$ cat src/rtl/insn_field_decoder.sv
module insn_field_decoder #(
  parameter int ADDR_W  = 32,
  parameter int IMM_W   = 32,
  parameter bit REG_OUT = 1'b0,
  localparam int WIN_W  = 16 + IMM_W
) (
  input  logic              clk,
  input  logic              rst_n,
  input  logic [ADDR_W-1:0] pc,
  input  logic [WIN_W-1:0]  win,
  output logic [3:0]        opcode,
  output logic [3:0]        func,
  output logic [3:0]        reg_a,
  output logic [3:0]        reg_b,
  output logic              reg_a_ok,
  output logic              reg_b_ok,
  output logic [IMM_W-1:0]  imm,
  output logic [2:0]        len,
  output logic [ADDR_W-1:0] next_pc,
  output logic              bad_op
);

  localparam logic [2:0] LEN_SHORT = 3'd2;
  localparam logic [2:0] LEN_LONG  = 3'd6;

  logic [3:0]        c_op, c_fn, c_ra, c_rb;
  logic              c_long, c_bad;
  logic [2:0]        c_len;
  logic [IMM_W-1:0]  c_imm;
  logic [ADDR_W-1:0] c_npc;

  assign c_op = win[WIN_W-1 -: 4];
  assign c_fn = win[WIN_W-5 -: 4];
  assign c_ra = win[WIN_W-9 -: 4];
  assign c_rb = win[WIN_W-13 -: 4];

  always_comb begin
    c_long = 1'b0;
    c_bad  = 1'b0;
    case (c_op)
      4'h3, 4'h4, 4'h5, 4'h7, 4'h8: c_long = 1'b1;
      4'hC, 4'hD, 4'hE, 4'hF:       c_bad  = 1'b1;
      default: ;
    endcase
  end

  assign c_len = c_long ? LEN_LONG : LEN_SHORT;
  assign c_imm = c_long ? win[IMM_W-1:0] : '0;
  assign c_npc = pc + ADDR_W'(c_len);

  generate
    if (REG_OUT) begin : g_reg
      logic primed;
      always_ff @(posedge clk or negedge rst_n) begin
        if (!rst_n) begin
          opcode   <= '0;
          func     <= '0;
          reg_a    <= '0;
          reg_b    <= '0;
          reg_a_ok <= 1'b0;
          reg_b_ok <= 1'b0;
          imm      <= '0;
          len      <= '0;
          next_pc  <= '0;
          bad_op   <= 1'b0;
          primed   <= 1'b0;
        end else begin
          opcode   <= c_op;
          func     <= c_fn;
          reg_a    <= c_ra;
          reg_b    <= c_rb;
          reg_a_ok <= ~c_ra[3];
          reg_b_ok <= ~c_rb[3];
          imm      <= c_imm;
          len      <= c_len;
          next_pc  <= c_npc;
          bad_op   <= c_bad;
          primed   <= 1'b1;
        end
      end


      stage_lag_chk: assert property (@(posedge clk) disable iff (!rst_n)
        primed |-> (len == $past(c_len) && next_pc == $past(c_npc) && imm == $past(c_imm)));
    end else begin : g_comb
      assign opcode   = c_op;
      assign func     = c_fn;
      assign reg_a    = c_ra;
      assign reg_b    = c_rb;
      assign reg_a_ok = ~c_ra[3];
      assign reg_b_ok = ~c_rb[3];
      assign imm      = c_imm;
      assign len      = c_len;
      assign next_pc  = c_npc;
      assign bad_op   = c_bad;
    end
  endgenerate


  step_size_chk: assert property (@(posedge clk) disable iff (!rst_n)
    ((c_npc - pc) == ADDR_W'(2)) || ((c_npc - pc) == ADDR_W'(6)));


  bad_short_chk: assert property (@(posedge clk) disable iff (!rst_n)
    c_bad |-> (c_len == LEN_SHORT && c_imm == '0));


  long_imm_chk: assert property (@(posedge clk) disable iff (!rst_n)
    (c_len == LEN_LONG) |-> (c_imm == win[IMM_W-1:0] && !c_bad));


  short_zero_chk: assert property (@(posedge clk) disable iff (!rst_n)
    (c_len == LEN_SHORT) |-> (c_imm == '0));

endmodule

$ cat config.mk
export PLATFORM = sky130hd
export DESIGN_NAME = insn_field_decoder
export DESIGN_NICKNAME = d
export VERILOG_FILES = /design/src/rtl/insn_field_decoder.sv
export SDC_FILE = /design/constraint.sdc
export NUM_CORES = 1
export LEC_CHECK = 0
export ABC_CLOCK_PERIOD_IN_PS = 2600
export BUFFER_PORTS_ARGS = -buffer_cell sky130_fd_sc_hd__buf_4
export CORE_ASPECT_RATIO = 0.8
export CORE_MARGIN = 2
export CORE_UTILIZATION = 28
export DETAILED_ROUTE_END_ITERATION = 16
export PLACE_DENSITY = 0.87
export SYNTH_ARGS = -nofsm -noshare
export SYNTH_HDL_FRONTEND = slang
export SYNTH_SLANG_ARGS = --single-unit
$ cat constraint.sdc
create_clock -name vclk -period 2.6
set_input_delay 0.39 -clock vclk [all_inputs]
set_output_delay 0.39 -clock vclk [all_outputs]
set_load 0.005 [all_outputs]
==> results of run 1 <==
[Yosys cell counts (2+ instances only)]
| cell | n |
|---|---|
| nor2_1 | 5 |
| nand2_1 | 10 |
| nor3_1 | 4 |
| buf_4 | 21 |
| and4_1 | 4 |
| and2_1 | 35 |
| nor4_2 | 4 |
| nand4_4 | 2 |
| inv_1 | 5 |
| and3_1 | 9 |
| nand3_1 | 8 |
| clkbuf_2 | 2 |
| conb_1 | 2 |
| nand4_1 | 7 |
| xnor2_1 | 16 |
| xor2_1 | 13 |
[cells in the final DEF, fill, tap and decap left out, drive strengths merged]
cell type and count:
fa 1, nor2 5, nor4 5, nor3b 1, nand3 9, nand2 10
and3 9, buf 156, xnor2 16, xor2 13, or4b 1, nor3 4
a21o 1, ha 1, mux2i 1, conb 2, and4 5, a21oi 1
o21ai 1, and2 35, nand4 9, inv 5
[metrics by stage]
stage / instances / hold WS (ns) / power, µW / setup slack (ns)
5_1_grt: 346 / 0.780 / 363 / -0.0877
3_5_place_dp: 344 / 0.780 / 323 / -0.0964
6_report: 346 / 0.780 / 338 / 0.00458
2_1_floorplan: 159 / 0.807 / 122 / 0.0347
4_1_cts: 344 / 0.780 / 329 / 0.00881
3_3_place_gp: 344 / 0.780 / 316 / -0.0644
[worst max-delay path by stage]
stage	from	endpoint	slack, ns	cells past startpoint
2_1_floorplan	win[46]	next_pc[13]	0.03	8
3_3_place_gp	win[46]	next_pc[30]	-0.06	10
3_5_place_dp	win[46]	next_pc[28]	-0.1	10
4_1_cts	win[46]	next_pc[15]	0.009	10
5_1_grt	win[46]	next_pc[29]	-0.09	9
6_report	win[46]	next_pc[29]	0.005	9
[worst max-delay path, cell delays in order]
cell,delay [ns]
buf_6,0.09
or4b_4,0.54
o21ai_4,0.10
fa_2,0.28
buf_6,0.12
nand4_4,0.14
nor4_4,0.26
xor2_1,0.16
buf_4,0.12
[kinds of logic after synthesis]
kind of cell	Yosys count	share of synthesized area (%)
compound gates	3	1.85
xor+xnor	29	22.0
fa+ha+maj	2	2.82
buf+inv	29	16.6
mux	1	0.869
other cells	2	0.652
simple gates	93	55.2
[power groups by stage]
stage | registers (µW) | clock network [µW] | logic (µW)
3_3_place_gp | 0 | 0 | 316
2_1_floorplan | 0 | 0 | 122
3_5_place_dp | 0 | 0 | 323
6_report | 0 | 0 | 338
4_1_cts | 0 | 0 | 329
5_1_grt | 0 | 0 | 363
[cell type report]
cell class                      count  area share (%)
Multi-Input combinational cell    130            44.5
Tap cell                           55            3.01
Timing Repair Buffer              156            51.6
Inverter                            5           0.820
[timing repair]
item | in CTS | in global routing
setup buffers | 0 | 2
gates cloned | 0 | 0
pin swaps | 2 | 3
endpoints found under the setup margin | 10 | 20
gates resized for setup | 6 | 8
hold buffers | 0 | 0
[routing by layer]
layer | vias up | track usage, %
met5 | - | 0
met4 | 0 | 1.50
met3 | 4 | 4.75
met2 | 69 | 32.5
met1 | 697 | 23.5
li1 | 781 | -
==> summary.md, run 1 <==
| Metric | Value |
|---|---|
| Status | `completed` |
| Final Hold Vio Count | `0` |
| DR iter-0 viols | `40` |
| Flip-flop and latch count | `0` |
| Top post-synthesis cells by area | `and2_1 (19%), buf_4 (14%), xnor2_1 (12%)` |
| Setup crit end kind | `output pin` |
| Synthesized area per cell | `7.25 µm²` |
| Worst hold start | `win[40]` |
| CP Max Fanout | `6` |
| Mapped Cells | `159` |
| Endpoints failing setup | `0` |
| Fraction of layout cells with a size suffix above 1 | `60.1%` |
| Die Area | `4650 µm²` |
| Initial core utilization | `29.7%` |
| Remaining Overflow, GRT | `0` |
| Number of antenna violations at the first check in global routing | `0` |
| Largest net degree at the start of global routing | `34` |
| Switching fraction of total power | `38.8%` |
| Layout fillers | `342` |
| Routed wl met3 | `419 µm` |
| Yosys warns | `0` |
| Hold Path Sink | `func[0]` |
| CLK BUF | `0` |
| Setup TNS Final | `0 ns` |
| Final ANT Viol Nets | `0` |
| GRT Total Usage | `18.4%` |
| Detailed-route wire length per cell | `13.5 µm` |
| Finished Cell Area | `2290 µm²` |
| Core Area | `3880 µm²` |
| Clock power share | `0%` |
| Max-capacitance violation count | `0` |
| Site Rows | `20` |
| Vias in the first global route | `1311` |
| Post-Route WL | `4670 µm` |
| Dpl cell area | `2200 µm²` |
| Synth Cell Area | `1150 µm²` |
| IO Count | `168` |
| Final worst path period share | `99.8%` |
| Via count | `1551` |
| RSZ-0062 raised after global routing | `yes` |
| Net switching power | `131 µW` |
| Die W | `75.7 µm` |
| Met2 WL post-DR | `2360 µm` |
| Post-DP HPWL | `4070 µm` |
| Worst EP required | `2.21 ns` |
| First-pass GRT wire length | `6580 µm` |
| Via density | `4.48` |
| DR top layer | `met4` |
| Hold Crit Class | `in -> out` |
| Gate power share | `100.0%` |
| Multi-input gate area | `1020 µm²` |
| Cell accounting for the most synthesized area | `and2_1` |
| Internal Power | `206 µW` |
| Static Leak | `0.00120 µW` |
| Number of distinct library cells after synthesis | `28` |
| N_diodes | `0` |
| Cell Pwr Density | `147 nW/µm²` |
| Die height | `61.4 µm` |
| Sequential element share of the synthesized area | `0%` |
| Placer Congestion | `0.829` |
| Sequential power share | `0%` |
| Critical path type | `in -> out` |
| Max Transition Viols Final | `0` |
| CP startpoint kind | `primary input` |
| Sequential cell area | `0 µm²` |
| DRC errors left | `0` |
| M1 WL | `1860 µm` |
| Synth top area share | `19.0%` |
| Syn nets | `243` |
| Nets@finish | `377` |
| Maximum operating frequency | `385 MHz` |
| Worst Path Arrival | `2.21 ns` |
| Maximum vdd drop | `0.117 mV` |
| Buffers on Ports | `142` |
| Detailed Routing Iterations Pass 1 | `4` |
| Post-layout util | `59.0%` |
| Area grow syn2layout | `98.7%` |
| Tmin final | `2.60 ns` |
| Hold depth | `0` |
Note: power is estimated with default switching activity, not from simulation.
==> inputs of run 2 (changes only) <==
--- a/config.mk
+++ b/config.mk
@@ -11,7 +11,7 @@
 export CORE_MARGIN = 2
 export CORE_UTILIZATION = 28
 export DETAILED_ROUTE_END_ITERATION = 16
-export PLACE_DENSITY = 0.87
+export PLACE_DENSITY = 0.79
 export SYNTH_ARGS = -nofsm -noshare
 export SYNTH_HDL_FRONTEND = slang
 export SYNTH_SLANG_ARGS = --single-unit
==> constraint.sdc (replaced) <==
create_clock -name vclk -period 2.6
set_input_delay 0.39 -clock vclk [all_inputs]
set_output_delay 0.39 -clock vclk [all_outputs]
set_load 0.01 [all_outputs]
==> summary.md, run 2 (synthesis results as in run 1) <==
| Metric | Value |
|---|---|
| Gate power share | `100.0% (about the same)` |
| Pre-CTS setup slack | `-0.0168 ns (+0.0797 ns)` |
| Maximum vdd drop | `0.0988 mV (-16%)` |
| Finished Cell Area | `2240 µm² (-2.0%)` |
| Max Transition Viols Final | `0 (unchanged)` |
| First-pass GRT wire length | `6600 µm (+0.32%)` |
| Maximum operating frequency | `390 MHz (+1.2%)` |
| Via count | `1485 (-4.3%)` |
| N_diodes | `0 (unchanged)` |
| Buffers on Ports | `142 (unchanged)` |
| Max-capacitance violation count | `0 (unchanged)` |
| Largest net degree at the start of global routing | `34 (unchanged)` |
| Most common cell after layout, fill and taps aside | `buf_4` |
| Internal Power | `204 µW (-1.1%)` |
| Multi-input gate area | `1010 µm² (-0.86%)` |
| CLK BUF | `0 (unchanged)` |
| Die W | `75.7 µm (unchanged)` |
| Die height | `61.4 µm (unchanged)` |
| Hold Crit Class | `in -> out` |
| Net switching power | `155 µW (+19%)` |
| Worst Path Arrival | `2.17 ns (-0.04 ns)` |
| Fin cells | `341 (-1.4%)` |
| Sequential cell area | `0 µm² (unchanged)` |
| Post-layout util | `57.8% (-1.2 points)` |
| CP startpoint kind | `primary input` |
| Nets@finish | `372 (-1.3%)` |
| Sequential power share | `0% (unchanged)` |
| Most frequent cells in the layout | `buf_4 (148), and2_1 (35), xnor2_1 (16)` |
| Placed cell count | `339 (-1.5%)` |
| Final ANT Viol Nets | `0 (unchanged)` |
| Detailed Routing Iterations Pass 1 | `4 (unchanged)` |
| Vias in the first global route | `1433 (+9.3%)` |
| Switching fraction of total power | `43.2% (+4.4 points)` |
| Worst EP required | `2.21 ns (about the same)` |
| Fraction of layout cells with a size suffix above 1 | `59.8% (-0.35 points)` |
| Flip-flop and latch count | `0 (unchanged)` |
| Final Total Pwr | `359 µW (+6.5%)` |
| Site Rows | `20 (unchanged)` |
| Most crowded layer after global routing | `met2` |
| GR Util met3 | `1.80% (-2.9 points)` |
| Die Area | `4650 µm² (unchanged)` |
| Number of antenna violations at the first check in global routing | `0 (unchanged)` |
| M2 GR Usage | `35.3% (+2.7 points)` |
| Area grow syn2layout | `94.7%` |
| IO Count | `168 (unchanged)` |
| Final worst path period share | `98.6% (-1.2 points)` |
| DR iter-0 viols | `23 (-43%)` |
| Cell Pwr Density | `160 nW/µm² (+8.7%)` |
| Layout fillers | `366 (+7.0%)` |
| Final Hold Vio Count | `0 (unchanged)` |
| Endpoints failing setup | `0 (unchanged)` |
| GRT Total Usage | `17.9% (-0.44 points)` |
| M1 GR Usage | `22.5% (-1.1 points)` |
| Placer Congestion | `0.764 (-7.9%)` |
| DRC errors left | `0 (unchanged)` |
| CP Max Fanout | `6 (unchanged)` |
| Detailed-route wire length per cell | `13.4 µm (-0.71%)` |
| Post-Route WL | `4570 µm (-2.1%)` |
| Critical path type | `in -> out` |
| RSZ-0062 raised after global routing | `yes` |
| Tmin final | `2.56 ns (-0.0313 ns)` |
| Via density | `4.35 (-2.9%)` |
| Core Area | `3880 µm² (unchanged)` |
| Remaining Overflow, GRT | `0 (unchanged)` |
| Setup crit end kind | `output pin` |
| Final worst slack | `0.0358 ns (+0.0313 ns)` |
| Dpl cell area | `2170 µm² (-1.6%)` |
| Static Leak | `0.00115 µW (-4.4%)` |
| Post-DP HPWL | `3880 µm (-4.7%)` |
| Status | `completed` |
| Clock power share | `0% (unchanged)` |
| Initial core utilization | `29.7% (unchanged)` |
-- run 2: area by class of cell --
| type | instances | share of cell area [%] |
|---|---|---|
| Multi-Input combinational cell | 130 | 45.1 |
| Tap cell | 55 | 3.07 |
| Timing Repair Buffer | 151 | 51.0 |
| Inverter | 5 | 0.837 |
-- run 2: worst paths after layout --
path,startpoint,end,cells past startpoint
min,win[40],func[0],0
max,win[46],next_pc[29],9
-- run 2: what timing repair did --
action,CTS,global route
gates resized for setup,2,11
hold buffers,0,0
setup endpoints to repair,5,22
pin swaps,1,8
setup buffers,0,2
-- run 2: per-layer routing --
layer / routed length [µm] / vias up
li1: - / 768
met1: 1870 / 657
met2: 2360 / 58
met3: 308 / 2
met4: 34 / 0
met5: 0 / -
-- run 2: power groups by stage --
stage / Sequential, µW / Clock (µW) / Combinational (µW)
final: 0 / 0 / 359
after CTS: 0 / 0 / 351
after floorplan: 0 / 0 / 154
after detailed placement: 0 / 0 / 348
after global routing: 0 / 0 / 387
after global placement: 0 / 0 / 343
-- run 2: worst max-delay path: stages --
cell	delay, ns
buf_6	0.09
or4b_4	0.54
o21ai_4	0.09
fa_2	0.27
buf_6	0.12
nand4_4	0.14
nor4_2	0.22
xor2_1	0.17
buf_4	0.14
-- run 2: per-stage QoR --
| stage | hold slack [ns] | setup TNS (ns) |
|---|---|---|
| 2_1_floorplan | 0.824 | 0 |
| 5_1_grt | 0.780 | -0.808 |
| 4_1_cts | 0.780 | 0 |
| 3_5_place_dp | 0.780 | -0.0299 |
| 3_3_place_gp | 0.780 | -0.00617 |
| 6_report | 0.780 | 0 |
